--- src/rtl/wdog_pkg.sv ---
package wdog_pkg;
    typedef enum logic [1:0] {
        SLOT_TIMEOUT = 2'd0,
        SLOT_COUNT   = 2'd1,
        SLOT_CTRL    = 2'd2,
        SLOT_ACK     = 2'd3
    } slot_e;

    typedef struct packed {
        logic rst_on;
        logic irq_on;
        logic run;
    } ctrl_t;
endpackage

--- src/rtl/wdog_counter.sv ---
module wdog_counter #(
    parameter int W = 32,
    parameter logic [W-1:0] INIT = '1
) (
    input  logic         clk,
    input  logic         rst_n,
    input  logic         run,
    input  logic         tick,
    input  logic         reload,
    input  logic [W-1:0] reload_val,
    input  logic [W-1:0] load_val,
    output logic [W-1:0] count,
    output logic         expire
);
    typedef struct packed {
        logic [W-1:0] count;
    } cnt_state_t;

    cnt_state_t s_d, s_q;
    logic       step_now;

    always_comb begin
        s_d      = s_q;
        step_now = run && tick && !reload;
        expire   = step_now && (s_q.count <= W'(1));
        if (reload) begin
            s_d.count = reload_val;
        end else if (expire) begin
            s_d.count = load_val;
        end else if (step_now) begin
            s_d.count = s_q.count - W'(1);
        end
    end

    always_ff @(posedge clk or negedge rst_n) begin
        if (!rst_n) s_q.count <= INIT;
        else        s_q <= s_d;
    end

    assign count = s_q.count;

    p_dec_r3: assert property (@(posedge clk) disable iff (!rst_n)
        (run && tick && !reload && s_q.count > W'(1)) |=> s_q.count == $past(s_q.count) - W'(1));
    p_hold_r3: assert property (@(posedge clk) disable iff (!rst_n)
        (!run && !reload) |=> $stable(s_q.count));
    p_reload_r4: assert property (@(posedge clk) disable iff (!rst_n)
        expire |=> s_q.count == $past(load_val));
    p_kick_r5: assert property (@(posedge clk) disable iff (!rst_n)
        reload |=> s_q.count == $past(reload_val));
endmodule

--- src/rtl/wdog_escalate.sv ---
module wdog_escalate #(
    parameter int PULSE = 4,
    localparam int CW = $clog2(PULSE + 1)
) (
    input  logic clk,
    input  logic rst_n,
    input  logic expire,
    input  logic clr,
    input  logic single_phase,
    input  logic irq_on,
    input  logic rst_on,
    output logic irq_o,
    output logic sys_rst_o,
    output logic fire
);
    typedef struct packed {
        logic          pending;
        logic [CW-1:0] pcnt;
    } esc_state_t;

    esc_state_t s_d, s_q;

    always_comb begin
        s_d  = s_q;
        fire = expire && rst_on && (single_phase || s_q.pending);
        if (clr || fire) begin
            s_d.pending = 1'b0;
        end else if (expire && !single_phase) begin
            s_d.pending = 1'b1;
        end
        if (fire) begin
            s_d.pcnt = CW'(PULSE);
        end else if (s_q.pcnt != '0) begin
            s_d.pcnt = s_q.pcnt - CW'(1);
        end
    end

    always_ff @(posedge clk or negedge rst_n) begin
        if (!rst_n) s_q <= '0;
        else        s_q <= s_d;
    end

    assign irq_o     = s_q.pending && irq_on;
    assign sys_rst_o = (s_q.pcnt != '0);

    p_pending_src_r6: assert property (@(posedge clk) disable iff (!rst_n)
        $rose(s_q.pending) |-> $past(expire && !single_phase));
    p_ack_clears_r7: assert property (@(posedge clk) disable iff (!rst_n)
        clr |=> !s_q.pending);
    p_fire_pulse_r8: assert property (@(posedge clk) disable iff (!rst_n)
        fire |=> sys_rst_o);
    p_single_r11: assert property (@(posedge clk) disable iff (!rst_n)
        (expire && single_phase && rst_on) |=> sys_rst_o && !s_q.pending);
endmodule

--- src/rtl/wdog_regs.sv ---
module wdog_regs
    import wdog_pkg::*;
#(
    parameter int W = 32,
    parameter logic [W-1:0] INIT = '1
) (
    input  logic         clk,
    input  logic         rst_n,
    input  logic         wr,
    input  logic [3:0]   addr,
    input  logic [W-1:0] wdata,
    input  logic [W-1:0] count,
    input  logic         fire,
    output logic [W-1:0] rdata,
    output ctrl_t        ctrl,
    output logic [W-1:0] load_val,
    output logic         reload,
    output logic [W-1:0] reload_val,
    output logic         clr
);
    typedef struct packed {
        logic [W-1:0] load;
        ctrl_t        ctrl;
    } reg_state_t;

    reg_state_t s_d, s_q;
    slot_e      slot;
    logic       unused_bits;

    assign slot        = slot_e'(addr[3:2]);
    assign unused_bits = ^{addr[1:0], wdata[W-1:3]};

    always_comb begin
        s_d        = s_q;
        reload     = 1'b0;
        clr        = 1'b0;
        reload_val = s_q.load;
        if (wr) begin
            unique case (slot)
                SLOT_TIMEOUT: begin
                    s_d.load   = wdata;
                    reload     = 1'b1;
                    reload_val = wdata;
                end
                SLOT_CTRL: s_d.ctrl = ctrl_t'(wdata[2:0]);
                SLOT_ACK: begin
                    clr    = 1'b1;
                    reload = 1'b1;
                end
                default: ;
            endcase
        end
        if (fire) s_d.ctrl.run = 1'b0;
    end

    always_ff @(posedge clk or negedge rst_n) begin
        if (!rst_n) begin
            s_q.load <= INIT;
            s_q.ctrl <= '0;
        end else begin
            s_q <= s_d;
        end
    end

    always_comb begin
        unique case (slot)
            SLOT_TIMEOUT: rdata = s_q.load;
            SLOT_COUNT:   rdata = count;
            SLOT_CTRL:    rdata = {{(W-3){1'b0}}, s_q.ctrl};
            default:      rdata = '0;
        endcase
    end

    assign ctrl     = s_q.ctrl;
    assign load_val = s_q.load;

    p_run_off_r12: assert property (@(posedge clk) disable iff (!rst_n)
        fire |=> !s_q.ctrl.run);
    p_count_ro_r13: assert property (@(posedge clk) disable iff (!rst_n)
        (wr && slot == SLOT_COUNT) |=> $stable(s_q.load));
endmodule

--- src/rtl/dual_phase_wdog.sv ---
module dual_phase_wdog
    import wdog_pkg::*;
#(
    parameter int CNT_W = 32,
    parameter logic [CNT_W-1:0] RESET_LOAD = '1,
    parameter int RST_PULSE = 4
) (
    input  logic             clk,
    input  logic             rst_n,
    input  logic             tick,
    input  logic             single_phase,
    input  logic             bus_wr,
    input  logic [3:0]       bus_addr,
    input  logic [CNT_W-1:0] bus_wdata,
    output logic [CNT_W-1:0] bus_rdata,
    output logic             irq_o,
    output logic             sys_rst_o
);
    ctrl_t            ctrl;
    logic [CNT_W-1:0] load_val, reload_val, count;
    logic             reload, clr, expire, fire;

    wdog_regs #(.W(CNT_W), .INIT(RESET_LOAD)) u_regs (
        .clk(clk), .rst_n(rst_n), .wr(bus_wr), .addr(bus_addr),
        .wdata(bus_wdata), .count(count), .fire(fire), .rdata(bus_rdata),
        .ctrl(ctrl), .load_val(load_val), .reload(reload),
        .reload_val(reload_val), .clr(clr)
    );

    wdog_counter #(.W(CNT_W), .INIT(RESET_LOAD)) u_cnt (
        .clk(clk), .rst_n(rst_n), .run(ctrl.run), .tick(tick),
        .reload(reload), .reload_val(reload_val), .load_val(load_val),
        .count(count), .expire(expire)
    );

    wdog_escalate #(.PULSE(RST_PULSE)) u_esc (
        .clk(clk), .rst_n(rst_n), .expire(expire), .clr(clr),
        .single_phase(single_phase), .irq_on(ctrl.irq_on),
        .rst_on(ctrl.rst_on), .irq_o(irq_o), .sys_rst_o(sys_rst_o),
        .fire(fire)
    );
endmodule

--- config.mk ---
export PLATFORM = sky130hd
export DESIGN_NAME = dual_phase_wdog
export DESIGN_NICKNAME = d
export VERILOG_FILES = /design/src/rtl/wdog_pkg.sv /design/src/rtl/wdog_counter.sv /design/src/rtl/wdog_escalate.sv /design/src/rtl/wdog_regs.sv /design/src/rtl/dual_phase_wdog.sv
export SDC_FILE = /design/constraint.sdc
export NUM_CORES = 1
export LEC_CHECK = 0
export ABC_AREA = 1
export BUFFER_PORTS_ARGS = -buffer_cell sky130_fd_sc_hd__clkbuf_2
export CORE_MARGIN = 3
export CORE_UTILIZATION = 30
export CTS_CLUSTER_DIAMETER = 40
export DETAILED_ROUTE_END_ITERATION = 10
export SLEW_MARGIN = 20
export SYNTH_ARGS = -nofsm -noshare
export SYNTH_HDL_FRONTEND = slang
export SYNTH_SLANG_ARGS = --single-unit
--- constraint.sdc ---
create_clock -name clk -period 1.87 [get_ports clk]
set_input_delay 0.374 -clock clk [delete_from_list [all_inputs] [get_ports clk]]
set_output_delay 0.374 -clock clk [all_outputs]
set_load 0.01 [all_outputs]
==> results of run 1 <==
-- per-layer routing --
metal | GRT usage | up-vias
met4 | 0.0567 | 0
met3 | 0.0307 | 16
met5 | 0 | -
met1 | 0.240 | 2516
met2 | 0.287 | 133
li1 | - | 2779
-- power breakdown --
part	switching [mW]	internal, mW	leakage [nW]	total, mW
clock	0.664	0.963	0.133	1.63
sequential	0.333	2.09	0.765	2.42
combinational	1.26	0.826	2.60	2.09
total	2.26	3.88	3.49	6.14
-- what timing repair did --
item / 4_1_cts / 5_1_grt
gates cloned: 0 / 1
pin swaps: 0 / 2
hold buffers: 1 / 0
setup buffers: 0 / 3
resized for setup: 1 / 13
endpoints found under the hold margin: 6 / 0
setup endpoints to repair: 1 / 51
-- through the flow --
| step | instances | worst slack (ps) |
|---|---|---|
| 2_1_floorplan | 830 | 117 |
| 3_3_place_gp | 1145 | -67.9 |
| 3_5_place_dp | 1145 | -85.8 |
| 4_1_cts | 1161 | -20.0 |
| 5_1_grt | 1165 | 6.35 |
| 6_report | 1165 | 76.6 |
-- final cells by class --
type	count	area, um^2	area share
Sequential cell	71	1860	0.280
Inverter	135	507	0.0764
Multi-Input combinational cell	592	2780	0.419
Clock inverter	1	5.00	0.000755
Clock buffer	14	264	0.0398
Timing Repair Buffer	132	946	0.143
Tap cell	220	275	0.0415
-- worst paths after layout --
check / from / endpoint / slack [ps] / depth (start not counted)
max reg2reg: u_cnt.count[1]$_DFFE_PN1P_ / u_cnt.count[31]$_DFFE_PN1P_ / 150 / 12
min reg2reg: u_regs.load_val[14]$_DFFE_PN1P_ / u_regs.load_val[14]$_DFFE_PN1P_ / 510 / 2
min in group asynchronous: rst_n / u_esc.s_q[2]$_DFFE_PN0P_ / 490 / 2
max in group asynchronous: rst_n / u_regs.load_val[21]$_DFFE_PN1P_ / 690 / 3
max: bus_addr[3] / bus_rdata[12] / 80 / 7
min: bus_wdata[15] / u_regs.load_val[15]$_DFFE_PN1P_ / 260 / 3
-- worst register-to-register path: stages, from the launching register on --
cell	delay, ps
dfstp_2	380
inv_1	80
ha_2	220
nand2_2	90
nand2_1	100
nand2_2	90
nor2_8	180
buf_4	230
nand3_1	90
nand2_1	60
inv_1	40
nand2_1	50
nand2_1	50
-- synthesized netlist by cell type --
master / count
buf_6: 3
dfrtp_1: 7
nand2_1: 265
nor2_2: 5
o21ai_0: 36
a21oi_1: 63
nor2_4: 4
o211ai_1: 1
buf_1: 2
nor2_1: 88
nand4_2: 1
nand2_4: 1
ha_1: 9
buf_4: 3
dfstp_2: 64
nand2_2: 6
nor2_8: 1
clkbuf_1: 14
xnor2_1: 1
o21bai_1: 2
nor3_1: 1
nand3_1: 90
nand4_1: 4
buf_2: 10
clkinv_1: 1
mux2_2: 3
xor2_1: 10
inv_1: 132
inv_2: 2
o21ai_1: 1
-- registers in the layout, summed over array words and instances (netlist names) --
register / cells
u_cnt.count: 32
u_esc.s_q: 4
u_regs.ctrl: 3
u_regs.load_val: 32
-- cells by family after synthesis --
| logic type | Yosys count |
|---|---|
| simple gates | 466 |
| buf+inv | 167 |
| compound gates | 103 |
| flops | 71 |
| xor+xnor | 11 |
| fa+ha+maj | 9 |
| mux | 3 |
==> flow_summary.toml, run 1 <==
[floorplan]
io_pins = 75
core_um2 = 16900
die_y_um = 138
die_x_um = 138
start_util = 0.312
rows = 47
dieArea_um2 = 19200

[finish]
num_antenna_cells = 0
drive_gt1_frac = 0.252
syn_to_final_growth_pct = 26.1
nNetsFinal = 991
layout_commonest_cell = "nand2_1"
final_cell_mix = "263 x nand2_1, 132 x inv_1, 90 x nand3_1, 86 x nor2_1, 71 x clkbuf_2"
fin_area_um2 = 6630
fillers = 1817
final_util = 0.393

[clock_network]
cts_root_buffer = "clkbuf_16"
insertion_delay_ps = 350
cts_buffer_depth = 2
cts_tree = "built"
clk_pin_slew_ps = 60
h-tree-depth = 3
cts_sinks = 71
cts_buffers = 9

[routing]
wirelength_um = 16900
dr.pass1.iters = 5
route.detailed.drc = 0
drtIter0Drc = 359
met1_length_um = 8120
wl_met2_um = 7750
highest_layer = "met4"
vias = 5444
wl_per_cell_um = 14.5
avgViaCountPerCell = 4.67
met3WireLength_um = 739
ant_nets = 0

[timing]
fin_crit_ps = 1790
worst_pin_slew_ps = 397
fmax_ghz = 0.558
fin_skew_ps = 8.42
slew_headroom = 0.736
setup-tns-final_ps = 0
hold_violations = 0
slew_viol_final = 0
rsz0062_at_grt = "false"
hold_ws_ps = 259
min_period_over_period = 0.959
setup_violations = 0

[placed_design]
io_buffers = 72
dpl_cell_area_um2 = 6240
gp_congestion = 0.950
dpl.hpwl_um = 12500

[worst_setup_path]
critPathKind = "in2out"
crit_chain = "clkbuf_2, inv_1, ha_4, buf_8, nand2_1, a21oi_1, clkbuf_2"
crit_path_max_incr_delay_ps = 210
crit_family = "buffers and inverters"
cp.arrival_ps = 1420
end_kind = "primary output"
cpMaxStageDelayCell = "a21oi_1"
critPathMostFrequentCell = "clkbuf_2"
cp.required_ps = 1500
startpoint_type = "input pin"
crit_path_max_fanout = 16
crit_buf_inv = 4

[power]
worst_ir_drop_vdd_v = 0.000423
total_power_mw = 6.14
p_leak_nw = 3.49
p_per_area_nw_per_um2 = 926

[synthesis]
syn_area_um2 = 5260
synth_top_family_by_area = "simple AND/OR/NAND/NOR gates"
synth_area_leaders = "dfstp_2 32%, nand2_1 19%, inv_1 9.4%"
synth.top_cell.area_share = 0.320
syn_inst = 830
syn_avg_cell_area_um2 = 6.34
synth_cell_types = 30
synth_adder_area_share = 0.0214
seq_area_frac_synth = 0.353
yosys_warnings = 0
muxShareOfSynthArea = 0.00642
yosysTopAreaCell = "dfstp_2"
ys_seq_elements = 71
yosys.area_share.simple = 0.373
syn-num-nets = 880
synth_xor_area_frac = 0.0183
synth_compound_area_frac = 0.0995

[status]
outcome = "complete, no violations"

[global_route]
track_usage = 0.177
grt_max_degree = 38
grt_pass1_wl_um = 27700
overflow = 0
grt_pass1_vias = 5456
antenna_found_initial = 0

[flow_run]
drv_cap = 0

[min_path]
min-delay-path-class = "in2reg"
Note: power is estimated with default switching activity, not from simulation.
==> inputs of run 2 (changes only) <==
--- a/config.mk
+++ b/config.mk
@@ -11,6 +11,7 @@
 export CORE_UTILIZATION = 30
 export CTS_CLUSTER_DIAMETER = 40
 export DETAILED_ROUTE_END_ITERATION = 10
+export RECOVER_POWER = 50
 export SLEW_MARGIN = 20
 export SYNTH_ARGS = -nofsm -noshare
 export SYNTH_HDL_FRONTEND = slang
==> run 2 against run 1 <==
Net effect:
- clock power barely moved
- sequential share of layout area barely moved
- final cell count did not move
- clock skew barely moved
- die area did not move
- non-clock buffer count did not move
- fmax rose by 0.78%
- routed wire length rose by 0.14%
- hold slack barely moved
- critical endpoint unchanged
==> flow_summary.toml, run 2 (synthesis gave the netlist of run 1 again) <==
[finish]
num_antenna_cells = 0
syn_to_final_growth_pct = 26.0
final_util = 0.392
layout_commonest_cell = "nand2_1"
nNetsFinal = 991
final_cell_mix = "264 x nand2_1, 132 x inv_1, 90 x nand3_1, 86 x nor2_1, 70 x clkbuf_2"
drive_gt1_frac = 0.249

[routing]
wirelength_um = 16900
dr.pass1.iters = 5
vias = 5457
drtIter0Drc = 348
route.detailed.drc = 0
wl_per_cell_um = 14.5
ant_nets = 0
avgViaCountPerCell = 4.68

[power]
seqPwrFrac = 0.395
swShare = 0.368
clkPwrFrac = 0.265
internal-power_mw = 3.88
power_frac_comb = 0.340
switching_power_mw = 2.26
worst_ir_drop_vdd_v = 0.000423
p_per_area_nw_per_um2 = 927
p_leak_nw = 3.49

[global_route]
grt_pass1_vias = 5456
track_usage = 0.177
overflow = 0
grt_pass1_wl_um = 27700
antenna_found_initial = 0
grt_max_degree = 38

[worst_setup_path]
end_kind = "primary output"
cp.required_ps = 1500
crit_family = "buffers and inverters"
crit_path_max_incr_delay_ps = 200
critPathKind = "in2out"
startpoint_type = "input pin"
crit_buf_inv = 4
crit_chain = "clkbuf_2, inv_1, ha_4, buf_8, nand2_1, a21oi_1, clkbuf_2"
cp.arrival_ps = 1410
crit_path_max_fanout = 16
cpMaxStageDelayCell = "a21oi_1"
critPathMostFrequentCell = "clkbuf_2"

[timing]
rsz0062_at_grt = "false"
slew_viol_final = 0
setup_violations = 0
hold_ws_ps = 259
slew_headroom = 0.366
min_period_over_period = 0.952
fin_ws_ps = 90.5
fmax_ghz = 0.562
fin_skew_ps = 8.50
worst_pin_slew_ps = 951
setup-tns-final_ps = 0
hold_violations = 0
fin_crit_ps = 1780

[floorplan]
rows = 47
core_um2 = 16900
die_x_um = 138
start_util = 0.312
io_pins = 75
dieArea_um2 = 19200
die_y_um = 138

[clock_network]
insertion_delay_ps = 350
clk_pin_slew_ps = 60
cts_buffers = 9
cts_tree = "built"
cts_buffer_depth = 2
cts_root_buffer = "clkbuf_16"
cts_sinks = 71
h-tree-depth = 3

[min_path]
min-delay-path-class = "in2reg"

[placed_design]
dpl.hpwl_um = 12500
gp_congestion = 0.950
io_buffers = 72
dp_slack_ps = -85.8

[status]
outcome = "complete, no violations"

[flow_run]
drv_cap = 0
run 2: cell types whose count changed in the layout (fill, tap and decap cells not counted), sizes merged:
cell    before  now
buf         59   56
clkbuf      86   89
run 2: layout make-up:
class | instances | area [um^2]
multi-input combinational | 592 | 2770
fill | 1815 | 10300
timing repair buffer | 132 | 943
clock buffer | 14 | 264
inverter | 135 | 507
clock inverter | 1 | 5.00
sequential | 71 | 1860
tap | 220 | 275
run 2: repair_timing:
action / in CTS / in global routing
setup endpoints to repair: 1 / 51
pin swaps: 0 / 2
gates cloned: 0 / 1
hold buffers: 1 / 0
endpoints found under the hold margin: 6 / 0
buffers inserted: 0 / 3
resized for setup: 1 / 13
run 2: tightest hold or removal path, stage by stage:
cell and delay (ps):
clkbuf_2 80, nor2_1 90, a21oi_1 60
run 2: per-stage QoR:
| step | power, mW | cells | instance area (um^2) |
|---|---|---|---|
| after detailed placement | 4.48 | 1145 | 6240 |
| after floorplan | 3.69 | 830 | 5260 |
| final | 6.14 | 1165 | 6620 |
| after global placement | 4.45 | 1145 | 6240 |
| after global routing | 6.61 | 1165 | 6620 |
| after CTS | 6.15 | 1161 | 6530 |
run 2: final timing paths:
check / slack (ps) / endpoint / depth (start not counted) / from
worst max-delay path: 90 / bus_rdata[12] / 7 / bus_addr[3]
worst min-delay path: 260 / u_regs.load_val[15]$_DFFE_PN1P_ / 3 / bus_wdata[15]
worst max register to register: 150 / u_cnt.count[31]$_DFFE_PN1P_ / 12 / u_cnt.count[1]$_DFFE_PN1P_
worst min register to register: 510 / u_regs.load_val[14]$_DFFE_PN1P_ / 2 / u_regs.load_val[14]$_DFFE_PN1P_
max in group asynchronous: 270 / u_regs.load_val[21]$_DFFE_PN1P_ / 3 / rst_n
min in group asynchronous: 700 / u_esc.s_q[2]$_DFFE_PN0P_ / 2 / rst_n
run 2: layer usage:
metal | up-vias | wire length, um | track usage
met5 | - | 0 | 0
met4 | 0 | 298 | 0.0567
met3 | 20 | 866 | 0.0307
met2 | 145 | 7700 | 0.287
met1 | 2512 | 8040 | 0.240
li1 | 2780 | - | -
run 2: power by group through the flow:
stage | registers (mW) | clock network (mW) | logic (mW)
2_1_floorplan | 2.36 | 0 | 1.33
4_1_cts | 2.42 | 1.67 | 2.06
6_report | 2.42 | 1.63 | 2.09
3_5_place_dp | 2.44 | 0 | 2.04
3_3_place_gp | 2.42 | 0 | 2.03
5_1_grt | 2.47 | 1.73 | 2.40
